File: src/rtl/issue_arb_pkg.sv
package issue_arb_pkg;

  localparam int CLS_W   = 4;
  localparam int NUM_CTR = 3;
  localparam int CTR_DIV  = 0;
  localparam int CTR_SIMD = 1;
  localparam int CTR_PIPE = 2;

  typedef enum logic [CLS_W-1:0] {
    CLS_ALU    = 4'd0,
    CLS_MUL    = 4'd1,
    CLS_MEM    = 4'd2,
    CLS_BRANCH = 4'd3,
    CLS_FP     = 4'd4,
    CLS_PAIR   = 4'd5,
    CLS_STPQ   = 4'd6,
    CLS_DIV32  = 4'd7,
    CLS_FDIVS  = 4'd8,
    CLS_FDIVD  = 4'd9,
    CLS_FSQRTS = 4'd10,
    CLS_FSQRTD = 4'd11,
    CLS_SIMD   = 4'd12,
    CLS_SIMDQ  = 4'd13,
    CLS_TBL64  = 4'd14,
    CLS_TBL128 = 4'd15
  } op_class_e;

  typedef enum logic [1:0] {
    NEED_ANY  = 2'd0,
    NEED_P0   = 2'd1,
    NEED_P1   = 2'd2,
    NEED_BOTH = 2'd3
  } pipe_need_e;

  typedef enum logic [1:0] {
    UNIT_NONE = 2'd0,
    UNIT_MUL  = 2'd1,
    UNIT_DIV  = 2'd2,
    UNIT_SIMD = 2'd3
  } unit_e;

  localparam logic [1:0] PIPE_NONE = 2'b00;
  localparam logic [1:0] PIPE_0    = 2'b01;
  localparam logic [1:0] PIPE_1    = 2'b10;
  localparam logic [1:0] PIPE_BOTH = 2'b11;

endpackage

File: src/rtl/issue_class_dec.sv
module issue_class_dec
  import issue_arb_pkg::*;
#(
  parameter int HOLD_W      = 9,
  parameter int DIV32_HOLD  = 21,
  parameter int FDIVS_HOLD  = 8,
  parameter int FDIVD_HOLD  = 18,
  parameter int FSQRTS_HOLD = 13,
  parameter int FSQRTD_HOLD = 27,
  parameter int SIMDQ_HOLD  = 1,
  parameter int STPQ_HOLD   = 1,
  parameter int TBL64_HOLD  = 159,
  parameter int TBL128_HOLD = 319
) (
  input  logic [CLS_W-1:0]  cls_i,
  output pipe_need_e        need_o,
  output unit_e             unit_o,
  output logic [HOLD_W-1:0] hold_o
);

  op_class_e cls;
  assign cls = op_class_e'(cls_i);

  always_comb begin
    need_o = NEED_P1;
    unit_o = UNIT_NONE;
    hold_o = '0;
    unique case (cls)
      CLS_ALU:    need_o = NEED_ANY;
      CLS_MEM:    need_o = NEED_P0;
      CLS_MUL:    unit_o = UNIT_MUL;
      CLS_BRANCH,
      CLS_FP:     need_o = NEED_P1;
      CLS_PAIR:   need_o = NEED_BOTH;
      CLS_STPQ: begin
        need_o = NEED_BOTH;
        hold_o = HOLD_W'(STPQ_HOLD);
      end
      CLS_TBL64: begin
        need_o = NEED_BOTH;
        hold_o = HOLD_W'(TBL64_HOLD);
      end
      CLS_TBL128: begin
        need_o = NEED_BOTH;
        hold_o = HOLD_W'(TBL128_HOLD);
      end
      CLS_DIV32: begin
        unit_o = UNIT_DIV;
        hold_o = HOLD_W'(DIV32_HOLD);
      end
      CLS_FDIVS: begin
        unit_o = UNIT_DIV;
        hold_o = HOLD_W'(FDIVS_HOLD);
      end
      CLS_FDIVD: begin
        unit_o = UNIT_DIV;
        hold_o = HOLD_W'(FDIVD_HOLD);
      end
      CLS_FSQRTS: begin
        unit_o = UNIT_DIV;
        hold_o = HOLD_W'(FSQRTS_HOLD);
      end
      CLS_FSQRTD: begin
        unit_o = UNIT_DIV;
        hold_o = HOLD_W'(FSQRTD_HOLD);
      end
      CLS_SIMD:   unit_o = UNIT_SIMD;
      CLS_SIMDQ: begin
        unit_o = UNIT_SIMD;
        hold_o = HOLD_W'(SIMDQ_HOLD);
      end
      default: ;
    endcase
  end

endmodule

File: src/rtl/unit_busy_ctr.sv
module unit_busy_ctr #(
  parameter int W = 9
) (
  input  logic         clk_i,
  input  logic         rst_ni,
  input  logic         load_i,
  input  logic [W-1:0] load_val_i,
  output logic         busy_o
);

  logic [W-1:0] cnt_q;

  // counts cycles still reserved after the issue cycle
  always_ff @(posedge clk_i or negedge rst_ni) begin
    if (!rst_ni)              cnt_q <= '0;
    else if (load_i)          cnt_q <= load_val_i;
    else if (cnt_q != '0)     cnt_q <= cnt_q - 1'b1;
  end

  assign busy_o = (cnt_q != '0);

endmodule

File: src/rtl/issue_pair_sel.sv
module issue_pair_sel
  import issue_arb_pkg::*;
(
  input  logic       valid0_i,
  input  pipe_need_e need0_i,
  input  unit_e      unit0_i,
  input  logic       valid1_i,
  input  pipe_need_e need1_i,
  input  unit_e      unit1_i,
  input  logic       div_busy_i,
  input  logic       simd_busy_i,
  input  logic       pipe_hold_i,
  output logic       grant0_o,
  output logic       grant1_o,
  output logic [1:0] pipe0_o,
  output logic [1:0] pipe1_o
);

  function automatic logic unit_free(unit_e u, logic div_b, logic simd_b);
    return !((u == UNIT_DIV) && div_b) && !((u == UNIT_SIMD) && simd_b);
  endfunction

  logic       ok0, ok1;
  logic [1:0] want0, free_pipes, want1;
  logic       unit_clash;

  assign ok0 = valid0_i && !pipe_hold_i && unit_free(unit0_i, div_busy_i, simd_busy_i);

  always_comb begin
    unique case (need0_i)
      // older either-pipe op yields pipe 0 to a pipe-0-only younger op
      NEED_ANY:  want0 = (valid1_i && need1_i == NEED_P0) ? PIPE_1 : PIPE_0;
      NEED_P0:   want0 = PIPE_0;
      NEED_P1:   want0 = PIPE_1;
      default:   want0 = PIPE_BOTH;
    endcase
  end

  assign pipe0_o    = ok0 ? want0 : PIPE_NONE;
  assign free_pipes = ~pipe0_o;

  always_comb begin
    unique case (need1_i)
      NEED_ANY:  want1 = free_pipes[0] ? PIPE_0 : (free_pipes[1] ? PIPE_1 : PIPE_NONE);
      NEED_P0:   want1 = free_pipes[0] ? PIPE_0 : PIPE_NONE;
      NEED_P1:   want1 = free_pipes[1] ? PIPE_1 : PIPE_NONE;
      default:   want1 = PIPE_NONE;
    endcase
  end

  assign unit_clash = (unit1_i != UNIT_NONE) && (unit1_i == unit0_i);

  assign ok1 = ok0 && valid1_i && (want1 != PIPE_NONE) && !unit_clash &&
               unit_free(unit1_i, div_busy_i, simd_busy_i);

  assign grant0_o = ok0;
  assign grant1_o = ok1;
  assign pipe1_o  = ok1 ? want1 : PIPE_NONE;

endmodule

File: src/rtl/dual_issue_arb.sv
module dual_issue_arb
  import issue_arb_pkg::*;
#(
  parameter int DIV32_HOLD  = 21,
  parameter int FDIVS_HOLD  = 8,
  parameter int FDIVD_HOLD  = 18,
  parameter int FSQRTS_HOLD = 13,
  parameter int FSQRTD_HOLD = 27,
  parameter int SIMDQ_HOLD  = 1,
  parameter int STPQ_HOLD   = 1,
  parameter int TBL64_HOLD  = 159,
  parameter int TBL128_HOLD = 319
) (
  input  logic             clk_i,
  input  logic             rst_ni,
  input  logic             slot0_valid_i,
  input  logic [CLS_W-1:0] slot0_class_i,
  input  logic             slot1_valid_i,
  input  logic [CLS_W-1:0] slot1_class_i,
  output logic             slot0_grant_o,
  output logic             slot1_grant_o,
  output logic [1:0]       slot0_pipe_o,
  output logic [1:0]       slot1_pipe_o
);

  function automatic int imax(int a, int b);
    return (a > b) ? a : b;
  endfunction

  localparam int MAX_HOLD = imax(imax(imax(DIV32_HOLD, FDIVS_HOLD), imax(FDIVD_HOLD, FSQRTS_HOLD)),
                                 imax(imax(FSQRTD_HOLD, SIMDQ_HOLD),
                                      imax(STPQ_HOLD, imax(TBL64_HOLD, TBL128_HOLD))));
  localparam int HOLD_W   = $clog2(MAX_HOLD + 1);
  localparam int NSLOT    = 2;

  logic [CLS_W-1:0]  cls   [NSLOT];
  logic              valid [NSLOT];
  logic              grant [NSLOT];
  pipe_need_e        need  [NSLOT];
  unit_e             unit  [NSLOT];
  logic [HOLD_W-1:0] hold  [NSLOT];
  logic              busy  [NUM_CTR];

  assign cls[0]   = slot0_class_i;
  assign cls[1]   = slot1_class_i;
  assign valid[0] = slot0_valid_i;
  assign valid[1] = slot1_valid_i;

  for (genvar s = 0; s < NSLOT; s++) begin : g_dec
    issue_class_dec #(
      .HOLD_W      (HOLD_W),
      .DIV32_HOLD  (DIV32_HOLD),
      .FDIVS_HOLD  (FDIVS_HOLD),
      .FDIVD_HOLD  (FDIVD_HOLD),
      .FSQRTS_HOLD (FSQRTS_HOLD),
      .FSQRTD_HOLD (FSQRTD_HOLD),
      .SIMDQ_HOLD  (SIMDQ_HOLD),
      .STPQ_HOLD   (STPQ_HOLD),
      .TBL64_HOLD  (TBL64_HOLD),
      .TBL128_HOLD (TBL128_HOLD)
    ) u_dec (
      .cls_i  (cls[s]),
      .need_o (need[s]),
      .unit_o (unit[s]),
      .hold_o (hold[s])
    );
  end

  issue_pair_sel u_sel (
    .valid0_i    (valid[0]),
    .need0_i     (need[0]),
    .unit0_i     (unit[0]),
    .valid1_i    (valid[1]),
    .need1_i     (need[1]),
    .unit1_i     (unit[1]),
    .div_busy_i  (busy[CTR_DIV]),
    .simd_busy_i (busy[CTR_SIMD]),
    .pipe_hold_i (busy[CTR_PIPE]),
    .grant0_o    (grant[0]),
    .grant1_o    (grant[1]),
    .pipe0_o     (slot0_pipe_o),
    .pipe1_o     (slot1_pipe_o)
  );

  assign slot0_grant_o = grant[0];
  assign slot1_grant_o = grant[1];

  function automatic logic uses_ctr(int k, pipe_need_e n, unit_e u);
    if (k == CTR_DIV)  return u == UNIT_DIV;
    if (k == CTR_SIMD) return u == UNIT_SIMD;
    return n == NEED_BOTH;
  endfunction

  for (genvar k = 0; k < NUM_CTR; k++) begin : g_ctr
    logic              hit0, hit1;
    logic [HOLD_W-1:0] ld_val;

    assign hit0   = grant[0] && uses_ctr(k, need[0], unit[0]);
    assign hit1   = grant[1] && uses_ctr(k, need[1], unit[1]);
    assign ld_val = hit0 ? hold[0] : hold[1];

    unit_busy_ctr #(.W(HOLD_W)) u_ctr (
      .clk_i      (clk_i),
      .rst_ni     (rst_ni),
      .load_i     (hit0 || hit1),
      .load_val_i (ld_val),
      .busy_o     (busy[k])
    );
  end

endmodule

File: config.mk
export PLATFORM = sky130hd
export DESIGN_NAME = dual_issue_arb
export DESIGN_NICKNAME = d
export VERILOG_FILES = /design/src/rtl/issue_arb_pkg.sv /design/src/rtl/issue_class_dec.sv /design/src/rtl/unit_busy_ctr.sv /design/src/rtl/issue_pair_sel.sv /design/src/rtl/dual_issue_arb.sv
export SDC_FILE = /design/constraint.sdc
export NUM_CORES = 1
export LEC_CHECK = 0
export BUFFER_PORTS_ARGS = -buffer_cell sky130_fd_sc_hd__buf_2
export CAP_MARGIN = 20
export CORE_UTILIZATION = 47
export DETAILED_ROUTE_END_ITERATION = 16
export PLACE_DENSITY = 0.64
export SETUP_SLACK_MARGIN = 0.3
export SLEW_MARGIN = 20
export SYNTH_ARGS = -nofsm -noshare
export SYNTH_HDL_FRONTEND = slang
export SYNTH_SLANG_ARGS = --single-unit
File: constraint.sdc
create_clock -name clk_i -period 2.9 [get_ports clk_i]
set_input_delay 0.87 -clock clk_i [delete_from_list [all_inputs] [get_ports clk_i]]
set_output_delay 0.87 -clock clk_i [all_outputs]
set_load 0.01 [all_outputs]
Word-level counts from Yosys, hierarchy flattened. Index checks and enable logic that the tools add are counted.

Flip-flop bits (word level): 27. Input port bits: 12. Output and inout port bits: 6.

Equal/unequal tests: 37. Mux-type cells: 23. Bitwise gates (word level): 1. Add/sub/neg operators: 3. Reductions and logical operators: 49.

Operators with widths (number): $pmux 9 s8 (2); $mux 9 (9); $eq 4x4->1 const B (16); $pmux 2 s3 (6); $reduce_bool 9->1 (3); $sub 9x1->9 const B (3); $eq 4x3->1 const B (6); $logic_and 1x1->1 (20); $eq 2x2->1 const B (8); $mux 2 (5); $reduce_bool 2->1 (5); $reduce_or 5->1 (2); $eq 4x1->1 const B (2); $eq 4x2->1 const B (2); $logic_not 4->1 (2); $reduce_or 2->1 (4); $reduce_or 4->1 (2); $logic_not 1->1 (6); $eq 2x1->1 const B (2); $logic_not 2->1 (2); $logic_or 1x1->1 (3); $eq 2x2->1 (1); $not 2->2 (1); $mux 1 (1).

Depth between registers and ports, before layout. Gate-level depths: netlist of run 1.

Depth in word-level cells: 20. Gate-level depth with buffers: 9. Depth with buffers taken out: 8.

Modules after synthesis. From an unflattened synthesis of run 1, not the netlist that was laid out.

Cell total of the unflattened synthesis: 302. Area, all modules: 2718.9 um^2.

Modules (own cells, without submodules): unit_busy_ctr (area each 565.5 um^2, instances 3, cells each 60); issue_class_dec (area each 226.5 um^2, instances 2, cells each 30); dual_issue_arb (area each 402.9 um^2, instances 1, cells each 37); issue_pair_sel (area each 166.4 um^2, instances 1, cells each 25).

Least setup slack after synthesis of run 1. OpenSTA, ideal clock, no wires.

Path kind: in2out. From: input port slot1_class_i[0]. To: output port slot1_grant_o. Setup slack: -0.115 ns. Arrival: 2.145 ns. Data required time: 2.030 ns. Buffers on the path: 1. Stages on the path: 5. Cells stage by stage: clkbuf_1 -> or3_1 -> o31ai_1 -> a2bb2oi_1 -> nor2_1.

Word-level cells in the longest chain between the ends: 16.

Ends and longest elaborated chain: start, declared (line dual_issue_arb.sv:19) `input logic [CLS_W-1:0] slot1_class_i,`; $eq 4x3->1 or $eq 4x4->1 (tied branches) (line issue_class_dec.sv:28) `unique case (cls)`; $reduce_or 4->1 (no line); $pmux 2 s3 (line issue_class_dec.sv:28); $eq 2x1->1 (line issue_pair_sel.sv:32, issue_pair_sel.sv:43); $logic_and 1x1->1 (line issue_pair_sel.sv:32) `NEED_ANY: want0 = (valid1_i && need1_i == NEED_P0) ? PIPE_1 : PIPE_0;`; $mux 2 (line issue_pair_sel.sv:32); $pmux 2 s3 (line issue_pair_sel.sv:30) `unique case (need0_i)`; $mux 2 (line issue_pair_sel.sv:39) `assign pipe0_o = ok0 ? want0 : PIPE_NONE;`; $not 2->2 (line issue_pair_sel.sv:40) `assign free_pipes = ~pipe0_o;`; $mux 2 (line issue_pair_sel.sv:44, issue_pair_sel.sv:46); $mux 2 (line issue_pair_sel.sv:44) `NEED_ANY: want1 = free_pipes[0] ? PIPE_0 : (free_pipes[1] ? PIPE_1 : PIPE_NONE);`; $pmux 2 s3 (line issue_pair_sel.sv:43) `unique case (need1_i)`; $reduce_bool 2->1 (line issue_pair_sel.sv:53) `assign ok1 = ok0 && valid1_i && (want1 != PIPE_NONE) && !unit_clash &&`; $logic_and 1x1->1 (2 in series) (line issue_pair_sel.sv:53); $logic_and 1x1->1 (*) (line issue_pair_sel.sv:53); end, declared (line dual_issue_arb.sv:21) `output logic slot1_grant_o,`.

Every way passes the cells marked *; elsewhere a longest branch is shown, timed or not.

Final worst setup path of run 1.
From: input port slot1_class_i[2]. To: output port slot1_pipe_o[0].

Word-level cells in the longest chain between the ends: 17.

Ends and longest elaborated chain: $eq 4x3->1 or $eq 4x4->1 (tied branches) (line issue_class_dec.sv:28); $reduce_or 4->1 (no line); $pmux 2 s3 (line issue_class_dec.sv:28); $eq 2x1->1 (line issue_pair_sel.sv:32, issue_pair_sel.sv:43); $logic_and 1x1->1 (line issue_pair_sel.sv:32); $mux 2 (line issue_pair_sel.sv:32); $pmux 2 s3 (line issue_pair_sel.sv:30); $mux 2 (line issue_pair_sel.sv:39); $not 2->2 (line issue_pair_sel.sv:40); $mux 2 (line issue_pair_sel.sv:44, issue_pair_sel.sv:46); $mux 2 (line issue_pair_sel.sv:44); $pmux 2 s3 (line issue_pair_sel.sv:43); $reduce_bool 2->1 (line issue_pair_sel.sv:53); $logic_and 1x1->1 (3 in series) (line issue_pair_sel.sv:53); $mux 2 (*) (line issue_pair_sel.sv:58) `assign pipe1_o = ok1 ? want1 : PIPE_NONE;`; end, declared (line dual_issue_arb.sv:23) `output logic [1:0] slot1_pipe_o`.

Marks and branches as above.

==> impl_metrics.json, run 1 <==
{
  "grt_max_degree": 28,
  "maxSlewViolCount": 0,
  "cp.buffers_inverters": 3,
  "start_kind": "primary input",
  "setup_viol": 4,
  "critPathMaxFanout": 13,
  "vias_per_cell": 5.86,
  "synth_edf_count": 0,
  "ios": 18,
  "fin_util_pct": 70.9,
  "syn_area_sq_um": 2070,
  "antenna_found_initial": 0,
  "cts_sinks": 27,
  "cts-root-buf": "clkbuf_8",
  "post-place-cells": 350,
  "period_share_pct": 104,
  "violations": "negative setup slack",
  "crit_chain": "buf_6, buf_4, nand3b_1, a21oi_2, nor4_2, nand3b_1, nor3_2, buf_2",
  "ys_warn_count": 0,
  "ant_nets": 0,
  "rsz0062_at_grt": "true",
  "grt_usage_pct": 25.4,
  "clock_latency_ps": 280,
  "drive_above_1_share_pct": 38.4,
  "tightest_slew_ps": 598,
  "crit_path_end_kind": "primary output",
  "grt_pass1_wl_um": 8840,
  "ir_drop_mv": 0.441,
  "port_buffers": 17,
  "die_y_um": 68.4,
  "clkSlewWorstSetupHoldPaths_ps": 80,
  "cpMostUsedCell": "nand3b_1",
  "p_leak_uw": 0.00123,
  "crit_family": "simple AND/OR/NAND/NOR gates",
  "setup_tns_ps": -268,
  "design.die.area_sq_um": 4680,
  "cts_made_buffers": 3,
  "dp_hpwl_um": 4020,
  "cts_tree": "done",
  "area_delta_synth_final_pct": 40.8,
  "initial_core_util_pct": 50.3,
  "hold_class": "flop to flop",
  "synth_ff_type": "dfrtp_1",
  "synthesis.nets": 265,
  "rows": 23,
  "p_per_area_nw_per_um2": 648,
  "hold_viol": 0,
  "avgSynthCellArea_sq_um": 8.29,
  "cts.path.max_buffers": 2,
  "routed_wl_um": 5450,
  "worstPathArrival_ps": 2140,
  "totalPowerFinal_uw": 1890,
  "drtPass1Iterations": 4,
  "fmax_mhz": 332,
  "place.gp.congestion": 0.805,
  "cp.required_ps": 2030,
  "die_w_um": 68.4,
  "crit_type": "primary input to primary output",
  "stdcell_count": 368,
  "cts.htree.levels": 1,
  "remaining_drc_errors": 0,
  "fin_nets": 334,
  "top_register": "g_ctr.u_ctr.cnt_q",
  "cpMaxStageDelayCell": "nor4_2",
  "drt_iter0_drc": 89,
  "synth_cell_types": 67,
  "drt-wirelength-per-cell_um": 14.8,
  "setup_slack_ps": -111,
  "ys_seq_area_share_pct": 32.6,
  "postSynthCellCount": 250,
  "slew_headroom_pct": 60.1,
  "num_vias": 2157,
  "ys_ff_latch": 27,
  "top_regs": "g_ctr.u_ctr.cnt_q x27",
  "maxCapViolCount": 0,
  "core_sq_um": 4120,
  "post-route-min-period_ps": 3010,
  "gr-total-overflow": 0,
  "status": "finished with violations",
  "skew_ps": 11.5,
  "grt_pass1_vias": 1984,
  "diodes": 0,
  "crit_path_max_incr_delay_ps": 280,
  "async_flop_share_pct": 100,
  "largest_reg_flops": 27
}
## repair_timing
item,in CTS,in global routing
resized for setup,33,7
gates cloned,0,0
hold buffers,0,0
endpoints found under the setup margin,7,7
pin swaps,14,11
setup buffers,9,5
## tightest hold or removal path: cells and delay by family (launching register included)
kind            cells  cell delay (ps)
compound gates      1               80
flops               1              340
simple gates        1               60
## placed cells by master (no fill, tap or decap), drive strengths merged, types with 3 or more instances in the layout
cell,Yosys,final
xnor2,9,9
o211ai,3,3
nor3,8,8
and3,4,4
ha,3,3
buf,1,75
a21oi,11,11
o21ai,17,17
clkbuf,10,3
or3,4,4
o31ai,5,5
nand3b,4,4
nor4,8,8
nand2b,5,5
nand2,23,23
nand3,7,7
dfrtp,27,27
and2,5,5
nor2,24,24
a311oi,3,3
a31oi,4,4
inv,12,11
nor2b,3,3
nor4b,3,3
or4,7,7
xor2,3,3
## cells in the mapped netlist, types with 2 or more instances
| master | instances | area [sq um] |
|---|---|---|
| nand4b_1 | 2 | 17.5 |
| a21oi_1 | 11 | 55.1 |
| nand2_1 | 23 | 86.3 |
| dfrtp_1 | 27 | 676 |
| ha_1 | 3 | 37.5 |
| nor4_1 | 6 | 37.5 |
| o211a_1 | 2 | 20.0 |
| o21ai_1 | 2 | 10.0 |
| nand3b_1 | 4 | 30.0 |
| o211ai_1 | 3 | 22.5 |
| nor4b_1 | 2 | 17.5 |
| a31oi_1 | 4 | 25.0 |
| or4_1 | 5 | 37.5 |
| nor2b_1 | 3 | 18.8 |
| o22ai_1 | 2 | 12.5 |
| nor2_1 | 24 | 90.1 |
| a22o_1 | 2 | 17.5 |
| nand4_1 | 2 | 12.5 |
| o31ai_1 | 5 | 37.5 |
| nor4_2 | 2 | 25.0 |
| o21ai_0 | 15 | 75.1 |
| or3_1 | 3 | 18.8 |
| xnor2_1 | 9 | 78.8 |
| xor2_1 | 3 | 26.3 |
| nand3_1 | 7 | 35.0 |
| nor3_1 | 8 | 40.0 |
| clkbuf_1 | 8 | 30.0 |
| inv_1 | 11 | 41.3 |
| and3_1 | 4 | 25.0 |
| nand2b_1 | 5 | 31.3 |
| and2_1 | 4 | 25.0 |
| a311oi_1 | 3 | 26.3 |
| a2111oi_0 | 2 | 17.5 |
## logic make-up (layout without fill, tap and decap cells)
family / Yosys count / after routing / synth area share [%]
simple gates: 115 / 115 / 31.6
buf+inv: 23 / 91 / 5.19
compound gates: 69 / 69 / 23.2
mux: 1 / 1 / 0.483
fa+ha+maj: 3 / 3 / 1.81
xor+xnor: 12 / 12 / 5.07
flops: 27 / 27 / 32.6
## layout make-up
class	count	area, sq um
Multi-Input combinational cell	200	1490
Fill cell	327	1200
Sequential cell	27	677
Timing Repair Buffer	75	594
Tap cell	50	62.6
Inverter	12	50.0
Clock buffer	3	41.3
Clock inverter	1	5.00
## report_power, final
part | leakage [uW] | switching [uW] | internal (uW)
Combinational | 0.000880 | 417 | 488
Clock | 0.0000255 | 119 | 96.5
Sequential | 0.000323 | 224 | 547
Total | 0.00123 | 759 | 1130
## worst paths after layout
| path | slack, ps | cells after the start | from | end |
|---|---|---|---|---|
| worst max register to register | 340 | 8 | g_ctr[1].u_ctr.cnt_q[1] | g_ctr[1].u_ctr.cnt_q[0] |
| worst max-delay path | -110 | 8 | slot1_class_i[2] | slot1_pipe_o[0] |
| worst min-delay path | 510 | 2 | g_ctr[2].u_ctr.cnt_q[8] | g_ctr[2].u_ctr.cnt_q[8] |
| worst min register to register | 510 | 2 | g_ctr[2].u_ctr.cnt_q[8] | g_ctr[2].u_ctr.cnt_q[8] |
| max in group asynchronous | 1890 | 1 | rst_ni | g_ctr[0].u_ctr.cnt_q[5] |
| min in group asynchronous | 590 | 1 | rst_ni | g_ctr[0].u_ctr.cnt_q[6] |
## through the flow
stage | hold WS (ps) | area (sq um) | setup WS (ps)
2_1_floorplan | 471 | 2210 | 88.4
3_3_place_gp | 491 | 2600 | -107
3_5_place_dp | 498 | 2600 | -134
4_1_cts | 517 | 2850 | -190
5_1_grt | 559 | 2920 | -268
6_report | 510 | 2920 | -111
## routing by layer
metal  track usage, %  share of wire (%)
met5                0                  0
met4             8.59                1.9
met3             4.33                5.4
met2             42.3                 47
met1             32.9                 45
(Power assumes the default switching activity.)
==> run 2: changes to the inputs <==
Settings changed: PLACE_DENSITY 0.64 to 0.61.
Clock period 2.9 ns to 3.35 ns, I/O delays scaled along.
==> run 2 against run 1 <==
The run now ends clean. Critical path type unchanged. Global-route usage is 1.7 points higher. Clock power is 8% lower. Largest power group unchanged. Highest routed layer unchanged. Sequential share of layout area fell by 0.16 points. Via count rose by 2.4%. Combinational power down 14%. Register-to-register slack improved by 290 ps. Total power decreased by 13%. Cell area increased by 0.51%. Clock-buffer cell count stayed put. Largest cell class unchanged. Wire length increased by 13%. Sequential cell count stayed put. Critical endpoint unchanged. Sequential power fell by 14%.
==> impl_metrics.json, run 2 (same netlist as run 1, synthesis figures left out) <==
{
  "period_share_pct": 95.8,
  "cts.htree.levels": 1,
  "die_w_um": 68.4,
  "ant_nets": 0,
  "vias_per_cell": 6.02,
  "post-route-min-period_ps": 3210,
  "slew_headroom_pct": 58.1,
  "clock_latency_ps": 270,
  "ios": 18,
  "fin_nets": 333,
  "clkSlewWorstSetupHoldPaths_ps": 100,
  "antenna_found_initial": 0,
  "drt-wirelength-per-cell_um": 16.8,
  "maxCapViolCount": 0,
  "grt_pass1_wl_um": 9340,
  "cts.path.max_buffers": 2,
  "rows": 23,
  "cts_tree": "done",
  "port_buffers": 17,
  "mostFrequentLayoutCells": "buf_4, dfrtp_1, nor2_1",
  "start_kind": "primary input",
  "core_sq_um": 4120,
  "grt_max_degree": 28,
  "dp_hpwl_um": 4090,
  "layout_commonest_cell": "buf_4",
  "drive_above_1_share_pct": 37.5,
  "crit_type": "primary input to primary output",
  "p_per_area_nw_per_um2": 560,
  "p_leak_uw": 0.00124,
  "cts-root-buf": "clkbuf_8",
  "die_y_um": 68.4,
  "cts_sinks": 27,
  "crit_path_end_kind": "primary output",
  "diodes": 0,
  "setup_viol": 0,
  "skew_ps": 3.15,
  "num_vias": 2208,
  "crit_chain": "buf_8, or3_4, a221oi_4, nand2_1, nor3_2, buf_2",
  "cp.required_ps": 2340,
  "grt_pass1_vias": 1932,
  "crit_path_max_incr_delay_ps": 420,
  "grt_usage_pct": 27.1,
  "stdcell_count": 367,
  "ctsHoldBuffers": 0,
  "worstPathArrival_ps": 2210,
  "fmax_mhz": 311,
  "initial_core_util_pct": 50.3,
  "ir_drop_mv": 0.409,
  "setup_tns_ps": 0,
  "top_register": "g_ctr.u_ctr.cnt_q",
  "hold_class": "flop to flop",
  "status": "finished clean",
  "place.gp.congestion": 0.949,
  "largest_reg_flops": 27,
  "post-place-cells": 330,
  "area_delta_synth_final_pct": 41.5,
  "cpMaxStageDelayCell": "or3_4",
  "cts_made_buffers": 3,
  "tightest_slew_ps": 613,
  "maxSlewViolCount": 0,
  "remaining_drc_errors": 0,
  "drt_iter0_drc": 136,
  "rsz0062_at_grt": "true",
  "top_regs": "g_ctr.u_ctr.cnt_q x27",
  "routed_wl_um": 6180,
  "design.die.area_sq_um": 4680,
  "critPathMaxFanout": 3,
  "hold_viol": 0,
  "drtPass1Iterations": 4,
  "fillers": 320,
  "gr-total-overflow": 0
}
[run 2: cell count changes in the layout (fill, tap and decap cells not counted), moves of 2 or more]
cell	change
nor2_2	-2
buf_6	-2
inv_2	-2
inv_1	+2
nor3_2	-2
nor2_1	+2
a21oi_2	-2
[run 2: layout make-up]
cell class | instances | area [sq um] | area share (%)
Tap cell | 50 | 62.6 | 2.13
Sequential cell | 27 | 676 | 23.0
Timing Repair Buffer | 74 | 594 | 20.3
Inverter | 12 | 50.0 | 1.71
Clock inverter | 1 | 7.51 | 0.256
Clock buffer | 3 | 41.3 | 1.41
Multi-Input combinational cell | 200 | 1500 | 51.2
[run 2: final timing paths]
check	start	end	slack (ps)	cells after the start
worst min-delay path	g_ctr[2].u_ctr.cnt_q[8]	g_ctr[2].u_ctr.cnt_q[8]	530	2
worst min register to register	g_ctr[2].u_ctr.cnt_q[8]	g_ctr[2].u_ctr.cnt_q[8]	530	2
max in group asynchronous	rst_ni	g_ctr[1].u_ctr.cnt_q[0]	2210	1
worst max register to register	g_ctr[1].u_ctr.cnt_q[1]	g_ctr[0].u_ctr.cnt_q[1]	630	15
min in group asynchronous	rst_ni	g_ctr[1].u_ctr.cnt_q[3]	740	1
worst max-delay path	slot1_class_i[3]	slot1_pipe_o[0]	140	6
[run 2: where the power goes]
group          leakage [uW]  switching [uW]  internal, uW
logic              0.000892             366           413
registers          0.000325             193           472
clock network     0.0000217             113          84.5
total               0.00124             672           969
[run 2: worst max-delay path: cells and delay by family]
kind / cells / cell delay (ps)
simple gates: 3 / 700
buf+inv: 2 / 250
compound gates: 1 / 250
[run 2: metal layers]
metal | track usage, % | part of all wire [%] | vias up
met2 | 41.8 | 45 | 91
li1 | - | - | 1068
met5 | 0 | 0 | -
met4 | 7.03 | 1.5 | 0
met3 | 3.00 | 6.2 | 6
met1 | 39.8 | 47 | 1043
[run 2: repair_timing]
| item | 4_1_cts | 5_1_grt |
|---|---|---|
| setup endpoints to repair | 6 | 6 |
| gates cloned | 1 | 1 |
| resized for setup | 37 | 19 |
| setup buffers | 25 | 6 |
| pin swaps | 16 | 13 |
[run 2: through the flow]
step	hold slack, ps	setup slack (ps)	utilization (%)	area (sq um)	total power, uW
finish	529	139	71.3	2930	1640
CTS	528	156	68.1	2800	1600
global placement	491	45.6	58.1	2390	1230
detailed placement	499	52.1	58.1	2390	1240
global route	573	81.2	71.3	2930	1770
floorplan	471	265	-	2130	1060
==> run 3: changes to the inputs <==
Settings changed: ABC_AREA set to 1.
==> run 3 against run 2 <==
Clock-buffer cell count stayed put. Wire length fell by 16%. Via count fell by 7.9%. Final cell count up 4.1%. Sequential cell count stayed put. Cell area down 7.6%. Non-clock buffer count down 33.
==> impl_metrics.json, run 3 <==
{
  "status": "finished clean",
  "multiInputGateArea_sq_um": 1390,
  "gr-total-overflow": 0,
  "grt_pass1_wl_um": 8000,
  "grt_max_degree": 28,
  "yosys.area.top_type": "dfrtp_1",
  "critPathMaxFanout": 8,
  "setup_slack_ps": 152,
  "switching_power_uw": 640,
  "slew_headroom_pct": 59.7,
  "worstPathArrival_ps": 2190,
  "core_sq_um": 4140,
  "top_register": "g_ctr.u_ctr.cnt_q",
  "grt_usage_pct": 22.6,
  "ctsHoldBuffers": 0,
  "internal-power_uw": 925,
  "synth_mux_area_share_pct": 0.477,
  "synth_common_cells": "nand2_1, inv_1, nor2_1",
  "synth_compound_area_share_pct": 12.0,
  "synth_ff_type": "dfrtp_1",
  "cp.required_ps": 2340,
  "die_w_um": 68.8,
  "synth_edf_count": 0,
  "skew_ps": 7.11,
  "ys_warn_count": 0,
  "synthesis.nets": 304,
  "routed_wl_um": 5170,
  "clock_latency_ps": 280,
  "ff_latch_area_sq_um": 676,
  "synthAdderAreaFrac_pct": 1.79,
  "drt-wirelength-per-cell_um": 13.5,
  "remaining_drc_errors": 0,
  "cts_sinks": 27,
  "layout_commonest_cell": "nand2_1",
  "p_seq_share_pct": 38.4,
  "yosysMostFrequentCell": "nand2_1",
  "rows": 23,
  "ios": 18,
  "port_buffers": 17,
  "antenna_found_initial": 0,
  "syn_area_sq_um": 2100,
  "top_regs": "g_ctr.u_ctr.cnt_q x27",
  "cpMaxStageDelayCell": "nand3b_1",
  "fmax_mhz": 313,
  "rsz0062_at_grt": "true",
  "area_delta_synth_final_pct": 29.0,
  "synth_cell_types": 34,
  "die_y_um": 68.8,
  "switching_share_pct": 40.9,
  "initial_core_util_pct": 50.7,
  "synthSimpleGateAreaFrac_pct": 35.9,
  "maxSlewViolCount": 0,
  "period_share_pct": 95.5,
  "ant_nets": 0,
  "synth_area_leaders": "dfrtp_1, nand2_1, inv_1",
  "cpMostUsedCell": "a21oi_2",
  "crit_chain": "buf_12, nand2_8, nor2_4, a21oi_2, nand2_1, a21oi_2, nor2_2, nand3b_1, a21oi_2, buf_2",
  "power_frac_clock_pct": 12.4,
  "p_per_area_nw_per_um2": 578,
  "synthXorXnorAreaFrac_pct": 7.51,
  "p_leak_uw": 0.00134,
  "place.gp.congestion": 0.953,
  "combPwrFrac_pct": 49.2,
  "num_vias": 2033,
  "mostFrequentLayoutCells": "nand2_1, inv_1, dfrtp_1",
  "cts_tree": "done",
  "clkSlewWorstSetupHoldPaths_ps": 90,
  "crit_path_max_incr_delay_ps": 220,
  "totalPowerFinal_uw": 1560,
  "fin_nets": 348,
  "hold_viol": 0,
  "cts-root-buf": "clkbuf_8",
  "dp_hpwl_um": 3510,
  "ys_ff_latch": 27,
  "largest_reg_flops": 27,
  "ys_seq_area_share_pct": 32.2,
  "crit_path_end_kind": "primary output",
  "synth_top_area_share_pct": 32.2,
  "async_flop_share_pct": 100,
  "drt_iter0_drc": 131,
  "setup_tns_ps": 0,
  "hold_class": "flop to flop",
  "drtPass1Iterations": 4,
  "maxCapViolCount": 0,
  "cts.htree.levels": 1,
  "avgSynthCellArea_sq_um": 7.26,
  "fillers": 382,
  "cts_made_buffers": 3,
  "synth_top_family_by_area": "simple AND/OR/NAND/NOR gates",
  "crit_type": "primary input to primary output",
  "vias_per_cell": 5.32,
  "start_kind": "primary input",
  "post-route-min-period_ps": 3200,
  "drive_above_1_share_pct": 35.2,
  "design.die.area_sq_um": 4740,
  "cts.path.max_buffers": 2,
  "postSynthCellCount": 289,
  "place_ws_ps": 72.5,
  "setup_viol": 0,
  "ir_drop_mv": 0.432,
  "grt_pass1_vias": 1822,
  "diodes": 0,
  "tightest_slew_ps": 605
}
## run 3: cell types whose count changed after synthesis, sizes merged, moves of 5 or more
cell    delta
or4        -7
xor2       +7
nor2      +19
clkbuf    -10
a21oi      +5
nor4       -8
and2       -5
inv       +38
nand2     +40
nand3     +16
nand2b     -5
## run 3: area by class of cell
type	count	share of cell area [%]
repair buffers	41	12.5
well taps	50	2.31
clock buffers	3	1.52
multi-input cells	210	51.4
clock inverters	1	0.277
flip-flops and latches	27	24.9
inverters	50	7.11
## run 3: what timing repair did
action,in CTS,in global routing
buffers inserted,17,4
pin swaps,12,9
endpoints found under the setup margin,6,16
hold endpoints to repair,0,0
gates resized for setup,48,29
gates cloned,0,0
## run 3: worst max-delay path: cells and delay by family
family                 cells  cell delay, ps
AND/OR/NAND/NOR            5             500
buffers and inverters      2             280
AO/OA/AOI/OAI              3             410
## run 3: final timing paths
kind                                         start                 endpoint  slack, ps  cells after the start
setup / recovery                  slot0_class_i[3]            slot1_grant_o        150                     10
hold / removal             g_ctr[2].u_ctr.cnt_q[6]  g_ctr[2].u_ctr.cnt_q[6]        510                      1
setup reg to reg           g_ctr[0].u_ctr.cnt_q[0]  g_ctr[0].u_ctr.cnt_q[0]       1160                     16
hold reg to reg            g_ctr[2].u_ctr.cnt_q[6]  g_ctr[2].u_ctr.cnt_q[6]        510                      1
max in group asynchronous                   rst_ni  g_ctr[1].u_ctr.cnt_q[1]       2230                      1
min in group asynchronous                   rst_ni  g_ctr[1].u_ctr.cnt_q[4]        720                      1
## run 3: cell families (layout without fill, tap and decap cells)
kind of cell             count (synthesis)  in the layout
buffers and inverters                   52             95
flip-flops                              27             27
AO/OA/AOI/OAI                           43             43
XOR/XNOR                                18             18
multiplexers                             1              1
adder cells (fa/ha/maj)                  3              3
AND/OR/NAND/NOR                        145            145
## run 3: power by group through the flow
stage	logic, uW	clock network [uW]	registers [uW]
finish	770	194	600
CTS	732	203	598
floorplan	564	0	583
global placement	661	0	603
detailed placement	667	0	604
global route	883	217	625
## run 3: metrics by stage
stage               utilization (%)  instances  hold slack, ps  cell area [sq um]
finish                         65.4        382             515               2710
floorplan                         -        289             469               2100
global placement               54.2        357             498               2250
detailed placement             54.2        357             501               2250
CTS                            62.2        378             517               2580
global route                   65.4        382             557               2710
## run 3: per-layer routing
layer / track usage (%) / wire [um] / up-vias
met4: 5.87 / 72 / 0
met5: 0 / 0 / -
met1: 28.5 / 2340 / 967
li1: - / - / 1016
met3: 5.10 / 183 / 10
met2: 38.7 / 2570 / 40
